**config.mk**
```make
export PLATFORM = sky130hd
export DESIGN_NAME = baud_dpll
export DESIGN_NICKNAME = d
export VERILOG_FILES = /design/src/rtl/baud_dpll_pkg.sv /design/src/rtl/baud_gen.sv /design/src/rtl/rx_sync_edge.sv /design/src/rtl/dpll_phase.sv /design/src/rtl/baud_dpll.sv
export SDC_FILE = /design/constraint.sdc
export NUM_CORES = 1
export LEC_CHECK = 0
export BUFFER_PORTS_ARGS = -buffer_cell sky130_fd_sc_hd__buf_2
export CORE_AREA = 5 5 61 63
export DETAILED_ROUTE_END_ITERATION = 16
export DIE_AREA = 0 0 66 68
export PLACE_DENSITY = 0.83
export SETUP_SLACK_MARGIN = 0.05
export SLEW_MARGIN = 20
export SYNTH_ARGS = -nofsm -noshare
export SYNTH_HDL_FRONTEND = slang
export SYNTH_HIERARCHICAL = 1
export SYNTH_SLANG_ARGS = --single-unit
export TNS_END_PERCENT = 20
```
**constraint.sdc**
```tcl
create_clock -name clk -period 2.2 [get_ports clk]
set_input_delay 0.44 -clock clk [delete_from_list [all_inputs] [get_ports clk]]
set_output_delay 0.44 -clock clk [all_outputs]
set_load 0.005 [all_outputs]
```
**src/rtl/baud_dpll_pkg.sv**
```systemverilog
package baud_dpll_pkg;

  // Next value of a bit-phase counter that wraps after 'ratio' ticks.
  function automatic int unsigned phase_advance(int unsigned ph, int unsigned ratio);
    return (ph + 1 >= ratio) ? 0 : ph + 1;
  endfunction

  // True when the next tick takes the counter to the mid-bit count.
  function automatic logic phase_before_mid(int unsigned ph, int unsigned ratio);
    return ph == (ratio / 2) - 1;
  endfunction

  // Next generator count: reload on zero, otherwise count down.
  function automatic int unsigned gen_step(int unsigned cnt, int unsigned tc);
    return (cnt == 0) ? tc : cnt - 1;
  endfunction

endpackage

```
**src/rtl/baud_gen.sv**
```systemverilog
module baud_gen #(
  parameter int TC_W   = 16,
  parameter int BYTE_W = 8
) (
  input  logic                   clk,
  input  logic                   rst_n,
  input  logic                   en,
  input  logic [BYTE_W-1:0]      tc_lo,
  input  logic [TC_W-BYTE_W-1:0] tc_hi,
  output logic                   brg_out,
  output logic                   tick_ev,
  output logic                   zero_ev,
  output logic [TC_W-1:0]        cnt_q,
  output logic [TC_W-1:0]        tc_w
);
  import baud_dpll_pkg::*;

  logic brg_d;

  assign tc_w    = {tc_hi, tc_lo};
  assign zero_ev = en && (cnt_q == '0);
  assign tick_ev = brg_out ^ brg_d;

  always_ff @(posedge clk or negedge rst_n) begin
    if (!rst_n) begin
      cnt_q   <= '0;
      brg_out <= 1'b0;
      brg_d   <= 1'b0;
    end else begin
      brg_d <= brg_out;
      if (!en) begin
        cnt_q   <= '0;
        brg_out <= 1'b0;
      end else begin
        cnt_q <= TC_W'(gen_step(32'(cnt_q), 32'(tc_w)));
        if (zero_ev) brg_out <= ~brg_out;
      end
    end
  end

endmodule

```
**src/rtl/rx_sync_edge.sv**
```systemverilog
module rx_sync_edge #(
  parameter int SYNC_STAGES = 2
) (
  input  logic clk,
  input  logic rst_n,
  input  logic en,
  input  logic rxd_raw,
  output logic trans_ev
);
  logic [SYNC_STAGES-1:0] chain_q;
  logic                   prev_q;

  generate
    if (SYNC_STAGES == 1) begin : g_single
      always_ff @(posedge clk or negedge rst_n) begin
        if (!rst_n) chain_q <= '0;
        else        chain_q <= rxd_raw;
      end
    end else begin : g_chain
      always_ff @(posedge clk or negedge rst_n) begin
        if (!rst_n) chain_q <= '0;
        else        chain_q <= {chain_q[SYNC_STAGES-2:0], rxd_raw};
      end
    end
  endgenerate

  always_ff @(posedge clk or negedge rst_n) begin
    if (!rst_n) prev_q <= 1'b0;
    else        prev_q <= chain_q[SYNC_STAGES-1];
  end

  assign trans_ev = en && (chain_q[SYNC_STAGES-1] ^ prev_q);

endmodule

```
**src/rtl/dpll_phase.sv**
```systemverilog
module dpll_phase #(
  parameter int RATIO = 16,
  localparam int PH_W = $clog2(RATIO)
) (
  input  logic            clk,
  input  logic            rst_n,
  input  logic            en,
  input  logic            tick_ev,
  input  logic            trans_ev,
  output logic [PH_W-1:0] phase_q,
  output logic            mid_ev,
  output logic            stb_q
);
  import baud_dpll_pkg::*;

  assign mid_ev = tick_ev && phase_before_mid(32'(phase_q), RATIO);

  always_ff @(posedge clk or negedge rst_n) begin
    if (!rst_n) begin
      phase_q <= '0;
      stb_q   <= 1'b0;
    end else if (!en || trans_ev) begin
      phase_q <= '0;
      stb_q   <= 1'b0;
    end else begin
      stb_q <= mid_ev;
      if (tick_ev) phase_q <= PH_W'(phase_advance(32'(phase_q), RATIO));
    end
  end

endmodule

```
**src/rtl/baud_dpll.sv**
```systemverilog
module baud_dpll #(
  parameter int TC_W        = 16,
  parameter int BYTE_W      = 8,
  parameter int RATIO       = 16,
  parameter int SYNC_STAGES = 2,
  localparam int PH_W       = $clog2(RATIO)
) (
  input  logic                   clk,
  input  logic                   rst_n,
  input  logic [BYTE_W-1:0]      tc_lo,
  input  logic [TC_W-BYTE_W-1:0] tc_hi,
  input  logic                   enable,
  input  logic                   rxd_raw,
  output logic                   brg_out,
  output logic                   rx_clk_stb
);
  logic            tick_ev, zero_ev, trans_ev, mid_ev;
  logic [TC_W-1:0] cnt_q, tc_w;
  logic [PH_W-1:0] phase_q;

  baud_gen #(.TC_W(TC_W), .BYTE_W(BYTE_W)) u_gen (
    .clk(clk), .rst_n(rst_n), .en(enable), .tc_lo(tc_lo), .tc_hi(tc_hi),
    .brg_out(brg_out), .tick_ev(tick_ev), .zero_ev(zero_ev),
    .cnt_q(cnt_q), .tc_w(tc_w)
  );

  rx_sync_edge #(.SYNC_STAGES(SYNC_STAGES)) u_sync (
    .clk(clk), .rst_n(rst_n), .en(enable), .rxd_raw(rxd_raw),
    .trans_ev(trans_ev)
  );

  dpll_phase #(.RATIO(RATIO)) u_pll (
    .clk(clk), .rst_n(rst_n), .en(enable), .tick_ev(tick_ev),
    .trans_ev(trans_ev), .phase_q(phase_q), .mid_ev(mid_ev),
    .stb_q(rx_clk_stb)
  );

endmodule

```
Word-level counts from Yosys, hierarchy flattened. Index checks and enable logic that the tools add are counted.

Bits of input ports: 20. Register bits: 26. Word-level logic and storage cells: 30. Output and inout bits: 2.

Eq/ne operators: 2. Order comparisons: 1. Bitwise gates (word level): 3. Reductions and logical operators: 7. Add/subtract/negate cells: 2. Muxes and demuxes: 8.

Operators with widths (count): 2-to-1 mux 16 bit (2); zero test 16 bit (1); subtractor 16 x 1 -> 16 bit (second input constant) (1); 2-to-1 mux 4 bit (3); adder 4 x 1 -> 5 bit (second input constant) (1); >= comparator 5 bit (second input constant) (1); equality test 4 x 3 -> 1 bit (second input constant) (1); logical AND 1 bit (3); 2-to-1 mux 1 bit (3); != test 2 x 1 -> 1 bit (second input constant) (1); nonzero test 2 bit (1); bitwise XOR 1 bit (2); zero test 1 bit (1); logical OR 1 bit (1); NOT 1 bit (1).

Depth between registers and ports, before layout. Gate-level depths: netlist of run 1.

Depth in word-level cells: 5. Gate-level depth with buffers: 8. Gate-level depth less buffers: 6.

Cells and area by module. Netlist of run 1, hierarchy kept.

Modules (own cells, without submodules): baud_gen (instances 1, sequential area each 450.4 um2, cells each 127, area each 1157.4 um2); dpll_phase (instances 1, sequential area each 125.1 um2, cells each 23, area each 244.0 um2); rx_sync_edge (instances 1, sequential area each 75.1 um2, cells each 5, area each 90.1 um2).

Worst setup path after synthesis of run 1. No wires, ideal clock.

Kind: register to register. Start point: register u_gen.cnt_q[0]. End point: register u_gen.cnt_q[10]. Cell stages (with the launch flop): 9. Path buffers: 2. Setup time: 0.137 ns. Path slack: 0.026 ns. Period minus slack after synthesis: 2.174 ns. Data required time: 2.063 ns. Data arrival time: 2.037 ns. Cell sequence: dfrtp_1 inv_1 ha_1 or3b_2 or4_1 buf_2 buf_6 o21ai_1 a21oi_1.

Cells in the longest elaborated chain, start to end: 3. Elaborated cells on any way between the ends: 4. Those cells by class: 1 x add/sub; 2 x mux; 1 x reduce/logical.

Ends and longest elaborated chain: start, declared (line baud_gen.sv:13) `output logic [TC_W-1:0] cnt_q,`; start signal, assigned (line baud_gen.sv:35) `cnt_q <= TC_W'(gen_step(32'(cnt_q), 32'(tc_w)));`; subtractor 16 x 1 -> 16 bit / zero test 16 bit (equally long branches) (line baud_dpll_pkg.sv:15) `return (cnt == 0) ? tc : cnt - 1;`; 2-to-1 mux 16 bit * (line baud_dpll_pkg.sv:15); 2-to-1 mux 16 bit * (line baud_gen.sv:31) `if (!en) begin`.

Mark *: on every way between the ends. The rest lies on a longest branch, timed or not. A chain may end at the register's enable or synchronous reset.

Worst setup path in the final report of run 1.
Start point: register u_gen.cnt_q[1]. End point: register u_gen.cnt_q[6].

Same word-level chain as after synthesis.

==> results.py, run 1 <==
metrics = {
    "outcome": {
        "status": "finished, final reports clean",
    },
    "setup_path": {
        "reg2regPathDepth": 7,
        "cp-end-kind": "flop",
        "crit_path_start_kind": "flop",
        "worstSetupEndpoint": "u_gen/cnt_q[6]",
        "worstReg2RegEnd": "u_gen/cnt_q[6]",
        "crit_type": "flop to flop",
        "r2r_slack_ps": 130,
        "cp.arrival_ps": 2290,
        "cp_data_required_time_ps": 2410,
        "crit_start": "u_gen/cnt_q[1]",
        "cp_max_fo": 12,
        "rr_startpoint": "u_gen/cnt_q[1]",
    },
    "timing": {
        "hold_violations": 0,
        "max_freq_mhz": 482.1,
        "finalMaxSlewViolations": 0,
        "tns_ps": 0,
        "worst_pin_slew_ps": 559.6,
        "rsz0062_at_grt": "yes",
        "holdWs_ps": 90.70,
        "setup_viol": 0,
        "setup_slack_ps": 125.8,
        "slew_headroom_pct": 62.69,
        "finalCritPeriodShare_pct": 94.28,
        "skew_ps": 2.140,
        "finalCriticalPeriod_ps": 2074,
    },
    "floorplan": {
        "start_util_pct": 43.01,
        "die_y_um": 68,
        "ios": 22,
        "core_area_sq_um": 3179,
        "rows": 21,
        "die_area_sq_um": 4488,
        "die_w_um": 66,
    },
    "global_routing": {
        "antenna_found_initial": 0,
        "gr-usage-all-layers_pct": 13.89,
        "grt_max_degree": 27,
        "grt_pass1_wl_mm": 4.836,
        "grt-ovfl-total": 0,
        "grt_pass1_vias": 1080,
    },
    "power": {
        "pwr_density_cell_nw_per_um2": 1354,
        "p_leak_nw": 0.7261,
        "irDropWorstVdd_uv": 567.1,
        "p_total_mw": 2.192,
    },
    "worst_hold_path": {
        "hold_path.class": "input port to asynchronous set/reset pin",
    },
    "layout": {
        "nFillCells": 297,
        "nets": 189,
        "diodes": 0,
        "layout-drive-gt1-share_pct": 24.24,
        "post-route-util_pct": 50.92,
        "area_delta_synth_final_pct": 18.39,
    },
    "placed_design": {
        "pre_cts_slack_ps": 63.84,
        "gp_congestion": 0.7990,
        "io_buffer_count": 21,
        "hpwl_mm": 2.071,
    },
    "synthesis": {
        "syn_inst": 138,
        "syn_area_per_cell_sq_um": 9.910,
        "synth_nets": 161,
        "yosysWarnings": 6,
        "synth_area_sq_um": 1368,
    },
    "clock_network": {
        "postCtsHoldBufs": 0,
        "htree_levels": 1,
        "tritoncts": "built",
        "cts_max_path_buffers": 2,
        "cts.sinks": 26,
        "clk_pin_slew_ps": 140,
        "cts-root-buf": "clkbuf_4",
        "cts_inserted_buffers": 3,
        "clk_latency_ps": 310,
    },
    "drt": {
        "avgRoutedWirePerCell_um": 13.03,
        "dr.pass1.iters": 4,
        "vias": 1100,
        "drtAntennaViolNets": 0,
        "route.detailed.drc": 0,
        "finalWirelength_mm": 2.750,
        "drtIter0Drc": 32,
        "vias_per_cell": 5.213,
    },
    "job": {
        "max_cap_viol_count": 0,
    },
}
==> routing by layer <==
layer	GRT usage, %	vias up	routed length [um]
met5	0	-	0
met4	6.091	0	34
met3	1.970	2	97
met2	23.03	17	1317
met1	18.19	529	1301
li1	-	552	-
==> worst min path at each step <==
| stage | from | end | slack, ps |
|---|---|---|---|
| after floorplan | rst_n | u_gen/brg_d | 140 |
| after global routing | rst_n | u_gen/brg_out | 140 |
| after CTS | rst_n | u_gen/brg_out | 100 |
| after detailed placement | u_sync/chain_q[0] | u_sync/chain_q[1] | 340 |
| after global placement | u_sync/chain_q[0] | u_sync/chain_q[1] | 330 |
| final | rst_n | u_gen/cnt_q[0] | 90 |
==> through the flow <==
stage	instances	area, sq um
finish	211	1619
floorplan	138	1370
global placement	206	1546
CTS	211	1607
detailed placement	206	1546
global route	211	1619
==> layout make-up <==
class / instances / area, sq um / share of cell area [%]
Multi-Input combinational cell: 103 / 685.7 / 42.35
Clock inverter: 1 / 30.03 / 1.855
Clock buffer: 3 / 22.52 / 1.391
Timing Repair Buffer: 27 / 153.9 / 9.505
Tap cell: 46 / 57.56 / 3.555
Inverter: 5 / 18.77 / 1.159
Sequential cell: 26 / 650.6 / 40.19
==> critical path: stages, from the launching register on <==
cell and delay [ps]:
dfrtp_1 430, inv_1 90, ha_1 180, or3b_4 420, or4_4 500, buf_6 160, o21ai_1 140, a21oi_1 60
==> state kept, by name, indices dropped and copies added (netlist names) <==
name / flops
u_pll/stb_q: 1
u_pll/phase_q: 4
u_gen/brg_out: 1
u_sync/prev_q: 1
u_gen/cnt_q: 16
u_gen/brg_d: 1
u_sync/chain_q: 2
==> cells in the final DEF (no fill, tap or decap), types with 3 or more instances in the layout <==
master	instances
buf_2	21
nor2_1	13
clkbuf_4	3
nand4_1	3
inv_1	5
a21oi_1	15
nand2b_1	3
o21ai_1	9
xor2_1	8
ha_1	3
xnor2_1	7
buf_4	5
nand3_1	4
or4_1	3
nor3_1	8
a211oi_1	3
dfrtp_1	26
nor4_1	4
==> power by group <==
group          leakage [nW]  total [mW]  internal, mW  switching [mW]
logic                 0.353        1.08         0.529           0.553
clock network        0.0279       0.324         0.184           0.140
registers             0.345       0.786         0.623           0.163
==> timing repair <==
item,CTS,global route
setup endpoints to repair,1,15
setup buffers,1,0
gates resized for setup,0,3
(Power assumes the default switching activity.)
==> inputs of run 2 (changes only) <==
--- a/config.mk
+++ b/config.mk
@@ -6,10 +6,10 @@
 export NUM_CORES = 1
 export LEC_CHECK = 0
 export BUFFER_PORTS_ARGS = -buffer_cell sky130_fd_sc_hd__buf_2
-export CORE_AREA = 5 5 61 63
+export CORE_AREA = 5 5 56 58
 export DETAILED_ROUTE_END_ITERATION = 16
-export DIE_AREA = 0 0 66 68
-export PLACE_DENSITY = 0.83
+export DIE_AREA = 0 0 61 63
+export PLACE_DENSITY = 0.92
 export SETUP_SLACK_MARGIN = 0.05
 export SLEW_MARGIN = 20
 export SYNTH_ARGS = -nofsm -noshare
==> constraint.sdc (replaced) <==
create_clock -name clk -period 2.4 [get_ports clk]
set_input_delay 0.48 -clock clk [delete_from_list [all_inputs] [get_ports clk]]
set_output_delay 0.48 -clock clk [all_outputs]
set_load 0.005 [all_outputs]
==> run 2 against run 1 <==
Sequential power shrank 4.1%; hold slack improved by 29 ps; combinational power fell by 13%; maximum frequency fell by 7.0%; register-to-register slack improved by 40 ps; core utilization increased by 9.1 points; clock power is 7.1% lower; sequential share of layout area rose by 1.2 points; non-clock buffer count decreased by 2; power is 8.9% lower; die area fell by 14%; first-iteration DRC count increased by 72%; largest cell class unchanged.
==> results.py, run 2 (synthesized netlist as in run 1, its figures left out) <==
metrics = {
    "timing": {
        "max_freq_mhz": 448.2,
        "setup_viol": 0,
        "finalMaxSlewViolations": 0,
        "hold_violations": 0,
        "finalCriticalPeriod_ps": 2231,
        "rsz0062_at_grt": "no",
        "skew_ps": 10.10,
        "slew_headroom_pct": 62.54,
        "tns_ps": 0,
        "worst_pin_slew_ps": 561.9,
        "finalCritPeriodShare_pct": 92.97,
    },
    "clock_network": {
        "postCtsHoldBufs": 0,
        "htree_levels": 1,
        "clk_pin_slew_ps": 140,
        "cts_inserted_buffers": 3,
        "cts-root-buf": "clkbuf_4",
        "cts.sinks": 26,
        "clk_latency_ps": 330,
        "cts_max_path_buffers": 2,
        "tritoncts": "built",
    },
    "layout": {
        "nFillCells": 225,
        "regMostFlops": "u_gen/cnt_q",
        "multiInputGateArea_sq_um": 674.4,
        "mostFrequentLayoutCells": "dfrtp_1 (26), buf_2 (21), a21oi_1 (15)",
        "layout_commonest_cell": "dfrtp_1",
        "diodes": 0,
        "layout-drive-gt1-share_pct": 22.09,
        "area_delta_synth_final_pct": 14.82,
        "largest_reg_flops": 16,
        "largestRegisters": "u_gen/cnt_q: 16 flops, u_pll/phase_q: 4 flops, u_sync/chain_q: 2 flops",
        "ff_latch_area_sq_um": 650.6,
        "nets": 187,
    },
    "placed_design": {
        "io_buffer_count": 21,
        "gp_congestion": 0.8630,
        "hpwl_mm": 2.096,
    },
    "setup_path": {
        "cp_max_fo": 13,
        "rr_startpoint": "u_gen/cnt_q[0]",
        "crit_path_start_kind": "flop",
        "reg2regPathDepth": 7,
        "crit_family": "simple AND/OR/NAND/NOR gates",
        "crit_type": "flop to flop",
        "path_cells": "inv_1, ha_1, or3b_2, or4_1, buf_4, o21ai_1, a21oi_1",
        "slowest_delay_ps": 500,
        "worstReg2RegEnd": "u_gen/cnt_q[5]",
        "r2r_slack_ps": 170,
        "cp_slowest_cell": "or3b_2",
        "cp_num_buf_inv": 2,
        "cp_data_required_time_ps": 2620,
        "cp.arrival_ps": 2450,
        "cp-end-kind": "flop",
    },
    "drt": {
        "vias": 1169,
        "drtAntennaViolNets": 0,
        "route.detailed.drc": 0,
        "dr.pass1.iters": 4,
        "vias_per_cell": 6.026,
        "drtIter0Drc": 55,
        "avgRoutedWirePerCell_um": 15.01,
        "finalWirelength_mm": 2.911,
    },
    "floorplan": {
        "start_util_pct": 52.30,
        "core_area_sq_um": 2615,
        "rows": 19,
        "die_y_um": 63,
        "ios": 22,
        "die_area_sq_um": 3843,
        "die_w_um": 61,
    },
    "global_routing": {
        "gr-usage-all-layers_pct": 15.81,
        "grt_pass1_vias": 1082,
        "grt-ovfl-total": 0,
        "grt_pass1_wl_mm": 4.692,
        "grt_max_degree": 27,
        "antenna_found_initial": 0,
    },
    "power": {
        "pwr_density_cell_nw_per_um2": 1271,
        "p_total_mw": 1.996,
        "p_leak_nw": 0.7097,
        "irDropWorstVdd_uv": 789.9,
    },
    "outcome": {
        "status": "finished, final reports clean",
    },
    "worst_hold_path": {
        "hold_path.class": "input port to asynchronous set/reset pin",
    },
    "job": {
        "max_cap_viol_count": 0,
    },
}
[run 2: cell count changes in the layout (fill, tap and decap cells not counted), sizes merged]
| cell | change |
|---|---|
| buf | -2 |
[run 2: report_power, final]
group	switching [mW]	leakage [nW]	total (mW)	internal, mW
Clock	0.131	0.0279	0.301	0.169
Combinational	0.503	0.337	0.942	0.439
Sequential	0.182	0.345	0.754	0.571
[run 2: how the worst max path moves through the flow]
| stage | startpoint | to | slack, ps | cells past startpoint |
|---|---|---|---|---|
| final | u_gen/cnt_q[0] | u_gen/cnt_q[5] | 170 | 7 |
| after detailed placement | u_gen/cnt_q[0] | u_gen/cnt_q[5] | 180 | 7 |
| after global routing | u_gen/cnt_q[0] | u_gen/cnt_q[10] | 50 | 7 |
| after floorplan | u_gen/cnt_q[0] | u_gen/cnt_q[10] | 230 | 8 |
| after CTS | u_gen/cnt_q[0] | u_gen/cnt_q[11] | 170 | 7 |
| after global placement | u_gen/cnt_q[0] | u_gen/cnt_q[6] | 220 | 7 |
[run 2: layout make-up]
type                    count  area share, %
clock inverters             1          1.912
multi-input cells         103          42.95
inverters                   5          1.195
flip-flops and latches     26          41.43
clock buffers               3          1.434
well taps                  31          2.470
repair buffers             25          8.606
[run 2: routing by layer]
layer  routed length, um  vias to the layer above  part of all wire, %  global-route usage (%)
li1                    -                      555                    -                       -
met1                1194                      561                   41                   20.84
met2                1488                       45                   51                   25.53
met3                 164                        8                  5.6                   2.893
met4                  63                        0                  2.2                   5.420
met5                   0                        -                    0                       0
[run 2: repair_timing]
| item | in CTS | in global routing |
|---|---|---|
| resized for setup | 0 | 0 |
| hold endpoints to repair | 0 | 0 |
| setup endpoints to repair | 0 | 1 |
| setup buffers | 0 | 1 |
[run 2: stage by stage]
stage          util (%)  hold WS (ps)  instance area (sq um)  cells  setup WS, ps
5_1_grt           60.05         155.0                   1570    194         47.63
6_report          60.05         119.3                   1570    194         168.8
2_1_floorplan         -         184.4                   1368    138         228.2
3_3_place_gp      57.75         335.9                   1510    189         223.4
3_5_place_dp      57.75         337.8                   1510    189         178.3
4_1_cts           59.76         128.5                   1563    193         170.0
==> inputs of run 3 (changes only) <==
--- a/config.mk
+++ b/config.mk
@@ -6,10 +6,10 @@
 export NUM_CORES = 1
 export LEC_CHECK = 0
 export BUFFER_PORTS_ARGS = -buffer_cell sky130_fd_sc_hd__buf_2
-export CORE_AREA = 5 5 56 58
+export CORE_AREA = 5 5 54 61
 export DETAILED_ROUTE_END_ITERATION = 16
-export DIE_AREA = 0 0 61 63
-export PLACE_DENSITY = 0.92
+export DIE_AREA = 0 0 59 66
+export PLACE_DENSITY = 0.91
 export SETUP_SLACK_MARGIN = 0.05
 export SLEW_MARGIN = 20
 export SYNTH_ARGS = -nofsm -noshare
==> run 3 against run 2 <==
Hold slack improved by 13 ps; clock power fell by 30%; cell count rose by 1.5%; highest routed layer unchanged; flip-flop and latch count did not move; largest cell class unchanged; critical path depth fell by 2; core utilization fell by 0.99 points; critical path type unchanged; non-clock buffer count rose by 1; critical endpoint is now u_gen/cnt_q[11]; setup slack improved by 78 ps; clock skew fell by 7.7 ps.
==> results.py, run 3 (synthesized netlist as in run 1, its figures left out) <==
metrics = {
    "power": {
        "irDropWorstVdd_uv": 818.4,
        "p_leak_nw": 0.7088,
        "pwr_density_cell_nw_per_um2": 1217,
    },
    "layout": {
        "largestRegisters": "u_gen/cnt_q: 16 flops, u_pll/phase_q: 4 flops, u_sync/chain_q: 2 flops",
        "mostFrequentLayoutCells": "dfrtp_1 (26), buf_2 (21), a21oi_1 (15)",
        "ff_latch_area_sq_um": 650.6,
        "diodes": 0,
        "nets": 188,
        "area_delta_synth_final_pct": 14.55,
        "regMostFlops": "u_gen/cnt_q",
        "layout-drive-gt1-share_pct": 22.56,
        "final_cell_area_sq_um": 1567,
        "largest_reg_flops": 16,
        "multiInputGateArea_sq_um": 676.9,
        "layout_commonest_cell": "dfrtp_1",
        "nFillCells": 224,
    },
    "global_routing": {
        "gr-usage-all-layers_pct": 16.06,
        "grt_max_degree": 27,
        "grt-ovfl-total": 0,
        "grt_pass1_vias": 1127,
        "use_met3_pct": 1.953,
        "met2_usage_pct": 26.10,
        "grtUsageMet1_pct": 20.82,
        "grt_pass1_wl_mm": 4.823,
        "busiest_layer": "met2",
        "antenna_found_initial": 0,
    },
    "timing": {
        "finalCritPeriodShare_pct": 89.72,
        "tns_ps": 0,
        "slew_headroom_pct": 63.41,
        "skew_ps": 2.387,
        "hold_violations": 0,
        "max_freq_mhz": 464.4,
        "rsz0062_at_grt": "no",
        "setup_viol": 0,
        "finalCriticalPeriod_ps": 2153,
        "worst_pin_slew_ps": 548.8,
        "finalMaxSlewViolations": 0,
    },
    "drt": {
        "dr.pass1.iters": 4,
        "vias_per_cell": 5.721,
        "finalWirelength_mm": 2.894,
        "avgRoutedWirePerCell_um": 14.69,
        "drtIter0Drc": 50,
        "route.detailed.drc": 0,
        "drtAntennaViolNets": 0,
        "vias": 1127,
    },
    "setup_path": {
        "crit_type": "flop to flop",
        "cp.arrival_ps": 2350,
        "slowest_delay_ps": 590,
        "cp_max_fo": 12,
        "cp_num_buf_inv": 1,
        "crit_family": "simple AND/OR/NAND/NOR gates",
        "path_cells": "or4_4, or4_1, buf_4, o21ai_1, a21oi_1",
        "cp_slowest_cell": "or4_4",
        "crit_path_start_kind": "flop",
        "cp_data_required_time_ps": 2600,
        "cp-end-kind": "flop",
    },
    "clock_network": {
        "htree_levels": 1,
        "clk_pin_slew_ps": 130,
        "postCtsHoldBufs": 0,
        "cts_inserted_buffers": 3,
        "tritoncts": "built",
        "clk_latency_ps": 310,
        "cts.sinks": 26,
        "cts-root-buf": "clkbuf_4",
        "cts_max_path_buffers": 2,
    },
    "floorplan": {
        "die_y_um": 66,
        "die_area_sq_um": 3894,
        "start_util_pct": 51.56,
        "ios": 22,
        "core_area_sq_um": 2653,
        "die_w_um": 59,
        "rows": 20,
    },
    "placed_design": {
        "io_buffer_count": 21,
        "placed_area_sq_um": 1513,
        "hpwl_mm": 2.205,
        "gp_congestion": 0.8732,
    },
    "worst_hold_path": {
        "hold_path.class": "input port to asynchronous set/reset pin",
    },
    "job": {
        "max_cap_viol_count": 0,
    },
    "outcome": {
        "status": "finished, final reports clean",
    },
}
## run 3: power breakdown
| group | switching (mW) | internal [mW] | total (mW) |
|---|---|---|---|
| Sequential | 0.174 | 0.571 | 0.745 |
| Combinational | 0.495 | 0.455 | 0.950 |
| Clock | 0.119 | 0.0927 | 0.211 |
| Total | 0.788 | 1.12 | 1.91 |
## run 3: worst paths after layout
check / start / end / slack (ps) / depth (start not counted)
worst max register to register: u_gen/cnt_q[2] / u_gen/cnt_q[11] / 250 / 5
worst max-delay path: u_gen/cnt_q[2] / u_gen/cnt_q[11] / 250 / 5
worst min-delay path: rst_n / u_pll/stb_q / 130 / 1
worst min register to register: u_sync/chain_q[0] / u_sync/chain_q[1] / 370 / 0
min in group clk: rxd_raw / u_sync/chain_q[0] / 260 / 1
max in group asynchronous: rst_n / u_sync/chain_q[0] / 1910 / 1
## run 3: metal layers
metal / vias to the layer above / share of wire [%]
met2: 33 / 50
met4: 0 / 1.7
met3: 6 / 6.5
li1: 554 / -
met5: - / 0
met1: 534 / 42
## run 3: what timing repair did
item,in CTS,in global routing
gates resized for setup,0,1
buffers inserted,0,2
endpoints found under the setup margin,0,13
## run 3: through the flow
stage               cells  utilization (%)  hold WS [ps]  power [mW]  setup slack (ps)
detailed placement    191            57.03         342.0       1.659             171.7
global route          197            59.06         168.2       2.053             106.4
finish                197            59.06         132.5       1.907             246.8
global placement      191            57.03         331.8       1.598             250.0
floorplan             138                -         184.4       1.439             228.2
CTS                   195            58.40         139.3       1.876             149.5
## run 3: area by class of cell
class                   count  area share (%)
clock buffers               4           2.316
inverters                   5           1.198
multi-input cells         103           43.21
flip-flops and latches     26           41.53
well taps                  33           2.636
repair buffers             26           9.105
